$ cat config.mk
export PLATFORM = sky130hd
export DESIGN_NAME = sector_guard
export DESIGN_NICKNAME = d
export VERILOG_FILES = /design/src/rtl/sg_pkg.sv /design/src/rtl/sg_pin_hold.sv /design/src/rtl/sg_soft_latch.sv /design/src/rtl/sg_region_map.sv /design/src/rtl/sector_guard.sv
export SDC_FILE = /design/constraint.sdc
export NUM_CORES = 1
export LEC_CHECK = 0
export ABC_CLOCK_PERIOD_IN_PS = 2000
export BUFFER_PORTS_ARGS = -buffer_cell sky130_fd_sc_hd__buf_2
export CORE_AREA = 2 2 39 41
export CTS_BUF_LIST = sky130_fd_sc_hd__clkbuf_16
export CTS_CLUSTER_SIZE = 30
export DETAILED_ROUTE_END_ITERATION = 6
export DIE_AREA = 0 0 41 43
export GPL_TIMING_DRIVEN = 0
export PLACE_DENSITY = 0.81
export SETUP_SLACK_MARGIN = 0.2
export SYNTH_ARGS = -nofsm -noshare
export SYNTH_HDL_FRONTEND = slang
export SYNTH_SLANG_ARGS = --single-unit
$ cat constraint.sdc
create_clock -name clk -period 2 [get_ports clk]
set_input_delay 0.1 -clock clk [delete_from_list [all_inputs] [get_ports clk]]
set_output_delay 0.1 -clock clk [all_outputs]
set_load 0.02 [all_outputs]
$ cat src/rtl/sg_pkg.sv
`timescale 1ns/1ps
package sg_pkg;
    localparam int NUM_SECT     = 4;
    localparam int PAGE_W       = 9;
    localparam int SUB0A_PAGES  = 8;
    localparam int SECT_PAGES   = 128;
    localparam int NREG         = NUM_SECT + 1;
    localparam int RIDX_W       = $clog2(NREG);
    localparam int IMG_W        = NUM_SECT * 8;
    localparam int SECT_SH      = $clog2(SECT_PAGES);

    localparam logic [PAGE_W-1:0] SUB0A_END = PAGE_W'(SUB0A_PAGES);
    localparam logic [PAGE_W-1:0] SECT_END  = PAGE_W'(SECT_PAGES);

    typedef enum logic [2:0] {
        OP_PAGE_PROG   = 3'd0,
        OP_PAGE_ERASE  = 3'd1,
        OP_BLOCK_ERASE = 3'd2,
        OP_SECT_ERASE  = 3'd3,
        OP_CHIP_ERASE  = 3'd4,
        OP_REG_ERASE   = 3'd5,
        OP_REG_PROG    = 3'd6,
        OP_NOP         = 3'd7
    } sg_op_e;

    typedef struct packed {
        logic              valid;
        sg_op_e            op;
        logic [PAGE_W-1:0] page;
    } sg_req_t;

    typedef struct packed {
        logic sw_en;
        logic hw_lock;
    } sg_state_t;

    // Map a page address onto a protection region index.
    function automatic logic [RIDX_W-1:0] region_of(input logic [PAGE_W-1:0] pg);
        logic [PAGE_W-1:0] hi;
        hi = pg >> SECT_SH;
        if (pg < SUB0A_END)
            return '0;
        else if (pg < SECT_END)
            return RIDX_W'(1);
        else
            return RIDX_W'(hi + PAGE_W'(1));
    endfunction
endpackage

$ cat src/rtl/sg_pin_hold.sv
`timescale 1ns/1ps
module sg_pin_hold (
    input  logic clk,
    input  logic rst,
    input  logic wp_n,
    input  logic busy,
    output logic hw_lock
);
    logic held_lock;

    always_ff @(posedge clk) begin
        if (rst)
            held_lock <= 1'b0;
        else if (!busy)
            held_lock <= ~wp_n;
    end

    // A running erase keeps the pin level it started with.
    assign hw_lock = busy ? held_lock : ~wp_n;
endmodule

$ cat src/rtl/sg_soft_latch.sv
`timescale 1ns/1ps
module sg_soft_latch (
    input  logic clk,
    input  logic rst,
    input  logic set_pulse,
    input  logic clr_pulse,
    input  logic hw_lock,
    output logic sw_en
);
    always_ff @(posedge clk) begin
        if (rst)
            sw_en <= 1'b0;
        else if (set_pulse)
            sw_en <= 1'b1;
        else if (clr_pulse && !hw_lock)
            sw_en <= 1'b0;
    end
endmodule

$ cat src/rtl/sg_region_map.sv
`timescale 1ns/1ps
module sg_region_map
    import sg_pkg::*;
(
    input  logic [IMG_W-1:0] img,
    output logic [NREG-1:0]  guard
);
    // Sector 0 splits into two regions, each with a two-bit field.
    assign guard[0] = |img[7:6];
    assign guard[1] = |img[5:4];

    for (genvar s = 1; s < NUM_SECT; s++) begin : g_sect
        assign guard[s+1] = |img[8*s +: 8];
    end
endmodule

$ cat src/rtl/sector_guard.sv
`timescale 1ns/1ps
module sector_guard
    import sg_pkg::*;
(
    input  logic              clk,
    input  logic              rst,
    input  logic              wp_n,
    input  logic              prot_on,
    input  logic              prot_off,
    input  logic [IMG_W-1:0]  prot_img,
    input  logic              busy,
    input  logic              req_valid,
    input  logic [2:0]        req_op,
    input  logic [PAGE_W-1:0] req_page,
    output logic              prot_active,
    output logic [NREG-1:0]   allow_mask,
    output logic              req_deny,
    output logic              reg_veto
);
    localparam int PAD_W = 2 ** RIDX_W;

    sg_state_t          st;
    logic               hw_lock;
    logic               sw_en;
    logic [NREG-1:0]    guard;
    logic [PAD_W-1:0]   guard_pad;
    logic [RIDX_W-1:0]  tgt;
    sg_req_t            req;

    sg_pin_hold u_pin (
        .clk     (clk),
        .rst     (rst),
        .wp_n    (wp_n),
        .busy    (busy),
        .hw_lock (hw_lock)
    );

    sg_soft_latch u_soft (
        .clk       (clk),
        .rst       (rst),
        .set_pulse (prot_on),
        .clr_pulse (prot_off),
        .hw_lock   (hw_lock),
        .sw_en     (sw_en)
    );

    sg_region_map u_map (
        .img   (prot_img),
        .guard (guard)
    );

    assign st.sw_en   = sw_en;
    assign st.hw_lock = hw_lock;

    assign req.valid = req_valid;
    assign req.op    = sg_op_e'(req_op);
    assign req.page  = req_page;

    assign prot_active = st.sw_en | st.hw_lock;
    assign reg_veto    = st.hw_lock;
    assign allow_mask  = ~(guard & {NREG{prot_active}});

    assign guard_pad = PAD_W'(guard);
    assign tgt       = region_of(req.page);

    always_comb begin
        req_deny = 1'b0;
        if (req.valid) begin
            unique case (req.op)
                OP_PAGE_PROG, OP_PAGE_ERASE,
                OP_BLOCK_ERASE, OP_SECT_ERASE: req_deny = prot_active & guard_pad[tgt];
                OP_REG_ERASE, OP_REG_PROG:     req_deny = st.hw_lock;
                OP_CHIP_ERASE, OP_NOP:         req_deny = 1'b0;
                default:                       req_deny = 1'b0;
            endcase
        end
    end
endmodule

# Word-level counts from Yosys, hierarchy flattened
# Index checks and enable logic that the tools add are counted.
dict set report classes {
  add_sub_neg 1
  order_cmp 3
  n_eq_ne 7
  mux 9
  bitwise 5
  n_reduce_logical 12
}
# op n
set ops {}
lappend ops {{$reduce_or 8->1} 3}
lappend ops {{$eq 3x3->1 const B} 4}
lappend ops {{$lt 9x4->1 const B} 1}
lappend ops {{$lt 9x8->1 const B} 1}
lappend ops {{$reduce_or 2->1} 4}
lappend ops {{$eq 3x2->1 const B} 2}
lappend ops {{$mux 3} 2}
lappend ops {{$and 5x5->5} 1}
lappend ops {{$mux 1} 5}
lappend ops {{$not 5->5} 1}
lappend ops {{$lt 3x4->1 const B} 1}
lappend ops {{$reduce_or 4->1} 1}
lappend ops {{$add 2x1->3 const B} 1}
lappend ops {{$bmux 1 s3} 1}
lappend ops {{$eq 3x1->1 const B} 1}
lappend ops {{$logic_not 3->1} 1}
lappend ops {{$pmux 1 s3} 1}
lappend ops {{$reduce_bool 2->1} 1}
lappend ops {{$and 1x1->1} 1}
lappend ops {{$logic_and 1x1->1} 1}
lappend ops {{$logic_not 1->1} 1}
lappend ops {{$not 1->1} 1}
lappend ops {{$or 1x1->1} 1}
dict set report totals {
  reg_bits 2
  in_bits 51
  out_inout_bits 8
}

# Logic depth before layout (Yosys ltp)
# Gate-level depths: netlist of the first run.
dict set report depth {
  depth_word 8
  mapped_depth 7
  ltp_nobuf 7
}

# Hierarchy
# A second synthesis of the first run with hierarchy kept.
dict set report hier_totals {
  hier_cells 43
  hier_area_um2 306.5
}
# mod n_inst cells_each area_per_inst_um2
set modules_own_cells {}
lappend modules_own_cells {sector_guard 1 23 156.4}
lappend modules_own_cells {sg_region_map 1 11 61.3}
lappend modules_own_cells {sg_soft_latch 1 4 46.3}
lappend modules_own_cells {sg_pin_hold 1 5 42.5}

# Least setup slack after synthesis of the first run
# OpenSTA, ideal clock, no wires.
dict set report synth_timing {
  kind {input-to-output}
  start {input req_page[7]}
  end {output req_deny}
  arrival_ns 1.652
  setup_slack_ns 0.248
  cell_stages 7
  cell_sequence {inv_1 ha_1 or4b_4 o22ai_2 nor3_1 a2111o_1 a31o_1}
}
dict set report synth_between {
  elab_chain_cells 8
  word_cells_on_any_way 10
  cone_classes {add/sub: 1; order compare: 2; mux: 6; bitwise: 1}
}
# element line_no
set synth_lines {}
lappend synth_lines {{start: declaration} sector_guard.sv:14} ;# input logic [PAGE_W-1:0] req_page,
lappend synth_lines {{$lt 9x8->1 / $add 2x1->3 (equally long branches)} {sg_pkg.sv:43, sg_pkg.sv:46}}
lappend synth_lines {{$mux 3} sg_pkg.sv:43} ;# else if (pg < SECT_END)
lappend synth_lines {{$mux 3 (*)} sg_pkg.sv:41} ;# if (pg < SUB0A_END)
lappend synth_lines {{$bmux 1 s3 (*)} sector_guard.sv:71} ;# OP_BLOCK_ERASE, OP_SECT_ERASE: req_deny = prot_active & guard_pad[tgt];
lappend synth_lines {{$mux 1 (not written as such) (*)} sector_guard.sv:71}
lappend synth_lines {{$and 1x1->1 (*)} sector_guard.sv:71}
lappend synth_lines {{$pmux 1 s3 (*)} sector_guard.sv:69} ;# unique case (req.op)
lappend synth_lines {{$mux 1 (*)} sector_guard.sv:68} ;# if (req.valid) begin
lappend synth_lines {{end: declaration} sector_guard.sv:17} ;# output logic req_deny,
# Every way passes the cells marked *; elsewhere a longest branch is shown, timed or not. The select of a mux whose other input is x is not followed.

# Worst setup path in the final report of the first run
dict set report layout_timing {
  start {input req_page[8]}
  end {output req_deny}
}
# The elaborated chain is that of the path after synthesis.

==> results of run 1 <==
-- state kept, by name, indices dropped and copies added, names as in the netlist --
register	count
u_pin.held_lock	1
u_soft.sw_en	1
-- per-layer routing --
metal | track usage, % | part of all wire (%)
met1 | 12.5 | 37
met2 | 26.9 | 55
met3 | 3.14 | 7.6
met4 | 10.0 | 0.69
met5 | 0 | 0
-- power by group through the flow --
stage | combinational [mW] | sequential, mW | clock [mW]
after floorplan | 0.0529 | 0.0438 | 0
after global placement | 0.112 | 0.0440 | 0
after detailed placement | 0.115 | 0.0440 | 0
after CTS | 0.134 | 0.0435 | 0.304
after global routing | 0.147 | 0.0438 | 0.309
final | 0.134 | 0.0437 | 0.298
-- repair_timing --
action                     in CTS  in global routing
gates resized for setup        13                  1
setup buffers                   3                  0
setup endpoints to repair       1                  1
hold buffers                    0                  0
pin swaps                       5                  2
-- critical path, delay by kind of cell --
kind            cells  cell delay, ns
simple gates        1            0.46
compound gates      3            0.42
buf+inv             4            0.41
mux                 1            0.18
fa+ha+maj           1            0.12
-- cells in the mapped netlist, types with 2 or more instances --
master	number
o21ai_0	2
a21oi_1	2
nor4_1	6
ha_1	2
nor2_1	7
inv_1	3
dfxtp_1	2
nand2_1	7
-- layout by cell type, fill, tap and decap left out, types with 2 or more instances in the layout --
cell	n
buf_2	48
nor2_1	7
nand2_1	7
nor4_1	6
buf_6	4
clkbuf_16	3
o21ai_0	2
inv_4	2
buf_4	2
dfxtp_1	2
-- logic make-up (layout without fill, tap and decap cells) --
group	after synthesis	count (layout)
and+or+nand+nor	26	26
muxes	1	1
DFF	2	2
buffers and inverters	3	60
xor gates and xnor gates	1	1
AOI/OAI and AO/OA	8	8
adders and majority gates	2	2
-- worst paths after layout --
| check | from | end | slack [ns] | depth (start not counted) |
|---|---|---|---|---|
| hold / removal | rst | u_pin.held_lock | 0.05 | 2 |
| setup reg to reg | u_pin.held_lock | u_soft.sw_en | 1.08 | 4 |
| setup / recovery | req_page[8] | req_deny | 0.22 | 10 |
| hold reg to reg | u_soft.sw_en | u_soft.sw_en | 0.48 | 2 |
-- through the flow --
step	setup WS, ns	power [mW]
2_1_floorplan	0.248	0.0967
3_3_place_gp	-0.0125	0.156
3_5_place_dp	-0.0297	0.159
4_1_cts	0.203	0.481
5_1_grt	0.169	0.500
6_report	0.220	0.476
-- layout make-up --
cell class | count | share of cell area (%)
Clock buffer | 3 | 10.5
Inverter | 3 | 2.26
Multi-Input combinational cell | 38 | 37.1
Sequential cell | 2 | 5.57
Tap cell | 16 | 2.79
Timing Repair Buffer | 54 | 41.8
==> impl_metrics.json, run 1 <==
{
  "yosysWarnings": 0,
  "synth_cell_type_count": 20,
  "core_sq_mm": 0.00138,
  "area_delta_synth_final_pct": 148,
  "critPathLaunchType": "primary input",
  "post-place-cells": 110,
  "numCtsBuffers": 3,
  "path_cells": "buf_6 -> inv_4 -> ha_4 -> or4b_4 -> o22ai_4 -> buf_6 -> mux2i_1 -> o21ai_1 -> a31o_1 -> buf_6",
  "fill_cells": 146,
  "cp.arrival_ns": 1.68,
  "io_pins": 59,
  "place_hpwl_um": 879,
  "async_flop_share_pct": 0,
  "port_buffers": 51,
  "postSynthCellCount": 43,
  "syn_area_sq_um": 289,
  "hold_class": "in2reg",
  "path_common_cell": "buf_6",
  "routed-via-count": 523,
  "cts_tree": "done",
  "ys_top_cells_by_area": "dfxtp_1 14%, nor4_1 13%, nand2_1 9.1%, nor2_1 9.1%, ha_1 8.7%",
  "synth.area.mux_share_pct": 3.46,
  "clk_pin_slew_ns": 0.03,
  "grt_start_max_net_pins": 8,
  "powerDensity_mw_per_mm2": 663,
  "rsz0062_at_grt": "yes",
  "fin_crit_sh_pct": 89.0,
  "ant_nets": 0,
  "viasPerCell": 4.51,
  "num_rows": 14,
  "yosys.area_share.adder_pct": 8.66,
  "crit_fanout": 3,
  "netSwitchingPower_mw": 0.109,
  "cts.htree.levels": 1,
  "p_sw_share_pct": 23.0,
  "drive_gt1_share_pct": 65.0,
  "fmax_mhz": 562,
  "die_h_um": 43,
  "synth.top_cell.area_share_pct": 13.9,
  "die_width_um": 41,
  "synth_sequential_area_ratio_pct": 13.9,
  "slew_headroom_pct": 84.1,
  "nets": 155,
  "place_congestion": 0.595,
  "clockPowerShare_pct": 62.7,
  "fin_cells": 116,
  "p_int_mw": 0.367,
  "route.detailed.drc": 0,
  "drv_cap": 0,
  "grt_remaining_overflow": 0,
  "synth_nets": 96,
  "synth-seq-cells": 2,
  "status": "finished, final reports clean",
  "synth_top_family_by_area": "simple AND/OR/NAND/NOR gates",
  "peakVddDrop_mv": 0.533,
  "synthSimpleGateAreaFrac_pct": 47.2,
  "cp_slowest_cell": "or4b_4",
  "clk_latency_ns": 0.22,
  "syn_avg_cell_area_sq_um": 6.72,
  "drv_slew": 0,
  "worstSetupEndpointType": "primary output",
  "initial_core_util_pct": 20.9,
  "fin_util_pct": 51.9,
  "grtUsageTotal_pct": 14.6,
  "synthFlopType": "dfxtp_1",
  "min_period_ns": 1.78,
  "routedWlPerCell_um": 9.96,
  "clock_sinks": 2,
  "grt_pass1_wl_mm": 1.73,
  "dpl_cell_area_sq_um": 564,
  "clockBufferDepth": 2,
  "critPathMaxStageDelay_ns": 0.46,
  "combinationalPowerShare_pct": 28.2,
  "wl_mm": 1.16,
  "hold_viol": 0,
  "fin_setup_tns_ns": 0,
  "drt-pass1-iter-count": 2,
  "critical_path_class": "in2out",
  "synth_compound_area_share_pct": 19.9,
  "final_cell_area_sq_um": 718,
  "fin_skew_ns": 0.000609,
  "final-setup-viol-count": 0,
  "synth-edff-count": 0,
  "worst_slew_pin_slew_ns": 0.237,
  "multi_input_area_sq_um": 267,
  "grt_pass1_vias": 477,
  "cp.required_ns": 1.90,
  "seqPwrFrac_pct": 9.2,
  "drt_iter0_markers": 7,
  "dieArea_sq_mm": 0.00176,
  "yosysTopAreaCell": "dfxtp_1",
  "synthXorXnorAreaFrac_pct": 3.03,
  "antenna_found_initial": 0,
  "total_leakage_power_nw": 0.389,
  "cts_root_buf": "clkbuf_16",
  "antennaDiodeCount": 0,
  "timing.hold.ws_ns": 0.0545,
  "seq_area_sq_um": 40.0
}
No activity file was read; power rests on OpenSTA's default activity.
==> inputs of run 2 (changes only) <==
--- a/config.mk
+++ b/config.mk
@@ -5,15 +5,15 @@
 export SDC_FILE = /design/constraint.sdc
 export NUM_CORES = 1
 export LEC_CHECK = 0
+export ABC_AREA = 1
 export ABC_CLOCK_PERIOD_IN_PS = 2000
 export BUFFER_PORTS_ARGS = -buffer_cell sky130_fd_sc_hd__buf_2
-export CORE_AREA = 2 2 39 41
+export CORE_UTILIZATION = 26
 export CTS_BUF_LIST = sky130_fd_sc_hd__clkbuf_16
 export CTS_CLUSTER_SIZE = 30
 export DETAILED_ROUTE_END_ITERATION = 6
-export DIE_AREA = 0 0 41 43
 export GPL_TIMING_DRIVEN = 0
-export PLACE_DENSITY = 0.81
+export PLACE_DENSITY = 0.85
 export SETUP_SLACK_MARGIN = 0.2
 export SYNTH_ARGS = -nofsm -noshare
 export SYNTH_HDL_FRONTEND = slang
==> run 2 against run 1 <==
- die area down 14%
- clock skew barely moved
- final cell count increased by 19%
- clock-buffer cell count stayed put
- non-clock buffer count shrank 3
- maximum frequency up 24%
- register-to-register slack improved by 0.08 ns
- core utilization grew 7.2 points
- critical path depth unchanged
- synthesized cell count up 63%
==> impl_metrics.json, run 2 <==
{
  "post_cts_buffers": 0,
  "finalPower_mw": 0.470,
  "dpl_cell_area_sq_um": 626,
  "final_common_cell": "buf_2",
  "grt_pass1_wl_mm": 1.64,
  "worstSetupEndpointType": "primary output",
  "timing.hold.ws_ns": 0.0560,
  "clock_sinks": 2,
  "top_regs": "u_pin.held_lock x1, u_soft.sw_en x1",
  "numCtsBuffers": 3,
  "area_delta_synth_final_pct": 98.6,
  "synthFlopType": "dfxtp_1",
  "postSynthCellCount": 70,
  "slew_headroom_pct": 86.7,
  "drv_cap": 0,
  "clockBufferDepth": 2,
  "postCtsHoldBufs": 0,
  "post-place-cells": 135,
  "ant_nets": 0,
  "yosys.area_share.adder_pct": 7.09,
  "synth_commonest_cells": "18 x nand2_1, 15 x inv_1, 15 x nor2_1",
  "r2r_cells": 6,
  "synth-edff-count": 0,
  "routed-via-count": 589,
  "worst_slew_pin_slew_ns": 0.198,
  "die_width_um": 38.8,
  "pre_cts_slack_ns": 0.560,
  "synth.area.mux_share_pct": 0,
  "synthXorXnorAreaFrac_pct": 2.48,
  "total_leakage_power_nw": 0.460,
  "synth_cell_type_count": 15,
  "drv_slew": 0,
  "synth_most_common_cell": "nand2_1",
  "fill_cells": 122,
  "final-setup-viol-count": 0,
  "cts_tree": "done",
  "io_pins": 59,
  "grt_remaining_overflow": 0,
  "dieArea_sq_mm": 0.00151,
  "synth_top_family_by_area": "simple AND/OR/NAND/NOR gates",
  "hold_class": "in2reg",
  "grt_pass1_vias": 503,
  "grt_start_max_net_pins": 7,
  "fin_setup_tns_ns": 0,
  "synth_compound_area_share_pct": 8.16,
  "cp.arrival_ns": 1.34,
  "nets": 179,
  "crit_fanout": 3,
  "ys_top_cells_by_area": "nand2_1 19%, inv_1 16%, nor2_1 16%, dfxtp_1 11%, nand3_1 8.5%",
  "viasPerCell": 4.27,
  "min_period_ns": 1.44,
  "die_h_um": 38.8,
  "synth_nets": 123,
  "fin_cells": 138,
  "fin_skew_ns": 0.000899,
  "initial_core_util_pct": 29.7,
  "min_path_cells": 2,
  "synth-seq-cells": 2,
  "route.detailed.drc": 0,
  "critPathLaunchType": "primary input",
  "clk_latency_ns": 0.22,
  "cts.htree.levels": 1,
  "yosysWarnings": 0,
  "drt_iter0_markers": 4,
  "yosysTopAreaCell": "nand2_1",
  "wl_mm": 1.06,
  "peakVddDrop_mv": 0.582,
  "place_hpwl_um": 928,
  "grtUsageTotal_pct": 16.2,
  "seq_area_sq_um": 40.0,
  "final_cell_area_sq_um": 701,
  "async_flop_share_pct": 0,
  "clk_pin_slew_ns": 0.03,
  "multi_input_area_sq_um": 256,
  "rsz0062_at_grt": "no",
  "num_rows": 12,
  "cts_root_buf": "clkbuf_16",
  "powerDensity_mw_per_mm2": 671,
  "layout_common_cells": "51 x buf_2, 18 x nand2_1, 15 x nor2_1, 15 x inv_1, 6 x nand3_1",
  "drive_gt1_share_pct": 47.6,
  "core_sq_mm": 0.00119,
  "synth.top_cell.area_share_pct": 19.1,
  "critical_path_class": "in2out",
  "antenna_found_initial": 0,
  "port_buffers": 51,
  "fmax_mhz": 694,
  "hold_viol": 0,
  "routedWlPerCell_um": 7.69,
  "fin_util_pct": 59.1,
  "place_congestion": 0.752,
  "fin_crit_sh_pct": 72.1,
  "drt-pass1-iter-count": 4,
  "cp.required_ns": 1.90,
  "antennaDiodeCount": 0,
  "syn_area_sq_um": 353,
  "syn_avg_cell_area_sq_um": 5.04,
  "fin_ws_ns": 0.559,
  "synth_sequential_area_ratio_pct": 11.3,
  "status": "finished, final reports clean",
  "synthSimpleGateAreaFrac_pct": 55.0,
  "cts_resized": 0
}
-- run 2: cell count changes after synthesis, moves of 2 or more --
cell and change:
inv_1 +12, nand2_1 +11, nor2_1 +8, nor4_1 -6
nand3_1 +5, nand4_1 +2, or2_2 +2
-- run 2: final timing paths --
check	start	end	slack (ns)
hold reg to reg	u_soft.sw_en	u_soft.sw_en	0.50
setup reg to reg	u_pin.held_lock	u_soft.sw_en	1.16
setup / recovery	req_page[7]	req_deny	0.56
hold / removal	rst	u_pin.held_lock	0.06
-- run 2: power by group --
| part | switching, mW | internal (mW) | leakage [nW] |
|---|---|---|---|
| Combinational | 0.0663 | 0.0620 | 0.406 |
| Clock | 0.0437 | 0.254 | 0.0370 |
| Sequential | 0.000953 | 0.0428 | 0.0166 |
-- run 2: logic make-up (layout without fill, tap and decap cells) --
logic type	count (synthesis)	count (layout)
simple gates	45	45
compound gates	5	5
xor+xnor	1	1
fa+ha+maj	2	2
buf+inv	15	69
flops	2	2
-- run 2: area by class of cell --
type                    instances  share of cell area, %
repair buffers                 51                   36.4
well taps                      14                   2.50
inverters                      15                   8.04
multi-input cells              53                   36.6
flip-flops and latches          2                   5.71
clock buffers                   3                   10.7
-- run 2: worst max-delay path: stages --
cell and delay, ns:
buf_2 0.09, inv_1 0.05, ha_1 0.20, or2_4 0.26
nand2_2 0.08, nand3_1 0.08, a21oi_1 0.13, nand2_1 0.08
a21oi_2 0.11, buf_2 0.17
-- run 2: per-layer routing --
metal | routed length (um) | share of wire (%) | GRT usage, % | vias to the layer above
met4 | 0 | 0 | 11.2 | 0
met2 | 565 | 53 | 30.8 | 27
met5 | 0 | 0 | 0 | -
met3 | 81 | 7.6 | 4.62 | 0
li1 | - | - | - | 319
met1 | 414 | 39 | 14.0 | 243
==> inputs of run 3 (changes only) <==
--- a/config.mk
+++ b/config.mk
@@ -6,14 +6,14 @@
 export NUM_CORES = 1
 export LEC_CHECK = 0
 export ABC_AREA = 1
-export ABC_CLOCK_PERIOD_IN_PS = 2000
+export ABC_CLOCK_PERIOD_IN_PS = 1200
 export BUFFER_PORTS_ARGS = -buffer_cell sky130_fd_sc_hd__buf_2
-export CORE_UTILIZATION = 26
+export CORE_UTILIZATION = 24
 export CTS_BUF_LIST = sky130_fd_sc_hd__clkbuf_16
 export CTS_CLUSTER_SIZE = 30
 export DETAILED_ROUTE_END_ITERATION = 6
 export GPL_TIMING_DRIVEN = 0
-export PLACE_DENSITY = 0.85
+export PLACE_DENSITY = 0.82
 export SETUP_SLACK_MARGIN = 0.2
 export SYNTH_ARGS = -nofsm -noshare
 export SYNTH_HDL_FRONTEND = slang
==> constraint.sdc (replaced) <==
create_clock -name clk -period 1.2 [get_ports clk]
set_input_delay 0.06 -clock clk [delete_from_list [all_inputs] [get_ports clk]]
set_output_delay 0.06 -clock clk [all_outputs]
set_load 0.02 [all_outputs]
==> run 3 against run 2 <==
- the run now ends with negative setup slack left
- combinational power rose by 140%
- hold slack got worse by 0.049 ns
- wire length rose by 24%
- global-route usage fell by 1.4 points
- clock skew fell by 0.00072 ns
- clock power rose by 72%
- total power rose by 90%
- register-to-register slack got worse by 0.76 ns
- sequential share of layout area fell by 1.1 points
- largest power group unchanged
- highest routed layer is now met4
==> impl_metrics.json, run 3 (same netlist as run 2, synthesis figures left out) <==
{
  "powerDensity_mw_per_mm2": 1030,
  "critPathLaunchType": "primary input",
  "status": "finished, violations left",
  "hold_viol": 0,
  "cts.htree.levels": 1,
  "fin_util_pct": 65.2,
  "hold_class": "in2reg",
  "cts_root_buf": "clkbuf_16",
  "crit_fanout": 3,
  "area_delta_synth_final_pct": 146,
  "fmax_mhz": 780,
  "fin_crit_sh_pct": 107,
  "die_h_um": 40.3,
  "antenna_found_initial": 0,
  "drt-pass1-iter-count": 2,
  "num_rows": 13,
  "worstSetupEndpointType": "primary output",
  "place_congestion": 0.676,
  "worstHoldStart": "rst",
  "drv_cap": 0,
  "post-place-cells": 136,
  "violations": "negative setup slack",
  "cts_tree": "done",
  "die_width_um": 40.3,
  "peakVddDrop_mv": 0.584,
  "final_cell_area_sq_um": 870,
  "r2r_slack_ns": 0.40,
  "grt_pass1_vias": 432,
  "reg2reg_from": "u_pin.held_lock",
  "min_path_cells": 2,
  "core_sq_mm": 0.00133,
  "min_period_ns": 1.28,
  "routed-via-count": 607,
  "final-setup-viol-count": 1,
  "drt_iter0_markers": 6,
  "layout_common_cells": "41 x buf_2, 14 x nor2_1, 12 x nand2_1, 11 x inv_1, 8 x buf_6",
  "rsz0062_at_grt": "yes",
  "cp.required_ns": 1.14,
  "holdPathEnd": "u_pin.held_lock",
  "worst_slew_pin_slew_ns": 0.205,
  "antennaDiodeCount": 0,
  "viasPerCell": 4.34,
  "grtUsageTotal_pct": 14.8,
  "routedWlPerCell_um": 9.43,
  "drive_gt1_share_pct": 61.6,
  "final_common_cell": "buf_2",
  "fin_cells": 140,
  "grt_start_max_net_pins": 7,
  "nets": 180,
  "fin_setup_tns_ns": -0.0814,
  "ant_nets": 0,
  "port_buffers": 51,
  "timing.rr.end": "u_soft.sw_en",
  "clk_latency_ns": 0.22,
  "total_leakage_power_nw": 0.500,
  "grt_remaining_overflow": 0,
  "clock_sinks": 2,
  "place_hpwl_um": 999,
  "dieArea_sq_mm": 0.00163,
  "dpl_cell_area_sq_um": 682,
  "initial_core_util_pct": 26.5,
  "fin_skew_ns": 0.000180,
  "timing.hold.ws_ns": 0.00673,
  "finalPower_mw": 0.894,
  "grt_pass1_wl_mm": 1.46,
  "numCtsBuffers": 3,
  "clockBufferDepth": 2,
  "top_regs": "u_pin.held_lock x1, u_soft.sw_en x1",
  "clk_pin_slew_ns": 0.03,
  "drv_slew": 0,
  "route.detailed.drc": 0,
  "fill_cells": 125,
  "critical_path_class": "in2out",
  "postCtsHoldBufs": 0,
  "wl_mm": 1.32,
  "fin_ws_ns": -0.0814,
  "slew_headroom_pct": 86.3,
  "r2r_cells": 6,
  "pre_cts_slack_ns": -0.216,
  "cp.arrival_ns": 1.22,
  "io_pins": 59
}
==> run 3: layout make-up <==
class                   instances  area, sq um  share of cell area (%)
well taps                      15         18.8                    2.16
repair buffers                 52          338                    38.8
multi-input cells              53          322                    37.0
inverters                      15         76.3                    8.78
flip-flops and latches          2         40.0                    4.60
clock buffers                   3         75.1                    8.63
==> run 3: per-layer routing <==
| layer | routed length, um | up-vias | global-route usage, % |
|---|---|---|---|
| met1 | 460 | 252 | 10.9 |
| met2 | 723 | 28 | 26.6 |
| li1 | - | 324 | - |
| met3 | 112 | 3 | 7.22 |
| met5 | 0 | - | 0 |
| met4 | 25 | 0 | 14.2 |
==> run 3: timing repair <==
action | in CTS | in global routing
buffers inserted | 0 | 1
resized for setup | 12 | 23
pin swaps | 8 | 0
endpoints found under the hold margin | 0 | 0
endpoints found under the setup margin | 7 | 7
==> run 3: critical path, cell delays in order <==
cell and delay (ns):
buf_8 0.09, inv_8 0.03, ha_4 0.14, or2_4 0.26
nand2_4 0.08, nand2_2 0.06, nand3_2 0.06, nand2_1 0.05
nand2_1 0.07, nand2_2 0.06, a21oi_4 0.13, buf_6 0.13
==> run 3: worst max path at each step <==
stage | start | endpoint | slack, ns | depth (start not counted)
3_3_place_gp | req_page[8] | req_deny | -0.18 | 12
3_5_place_dp | req_page[8] | req_deny | -0.22 | 12
5_1_grt | req_page[8] | req_deny | -0.14 | 12
2_1_floorplan | req_page[8] | req_deny | 0.14 | 10
6_report | req_page[7] | req_deny | -0.08 | 12
4_1_cts | req_page[8] | req_deny | -0.07 | 12
==> run 3: report_power, final <==
part	leakage [nW]	switching [mW]	internal, mW
Combinational	0.446	0.146	0.160
Clock	0.0370	0.0892	0.425
Sequential	0.0166	0.00198	0.0713
Total	0.500	0.237	0.656
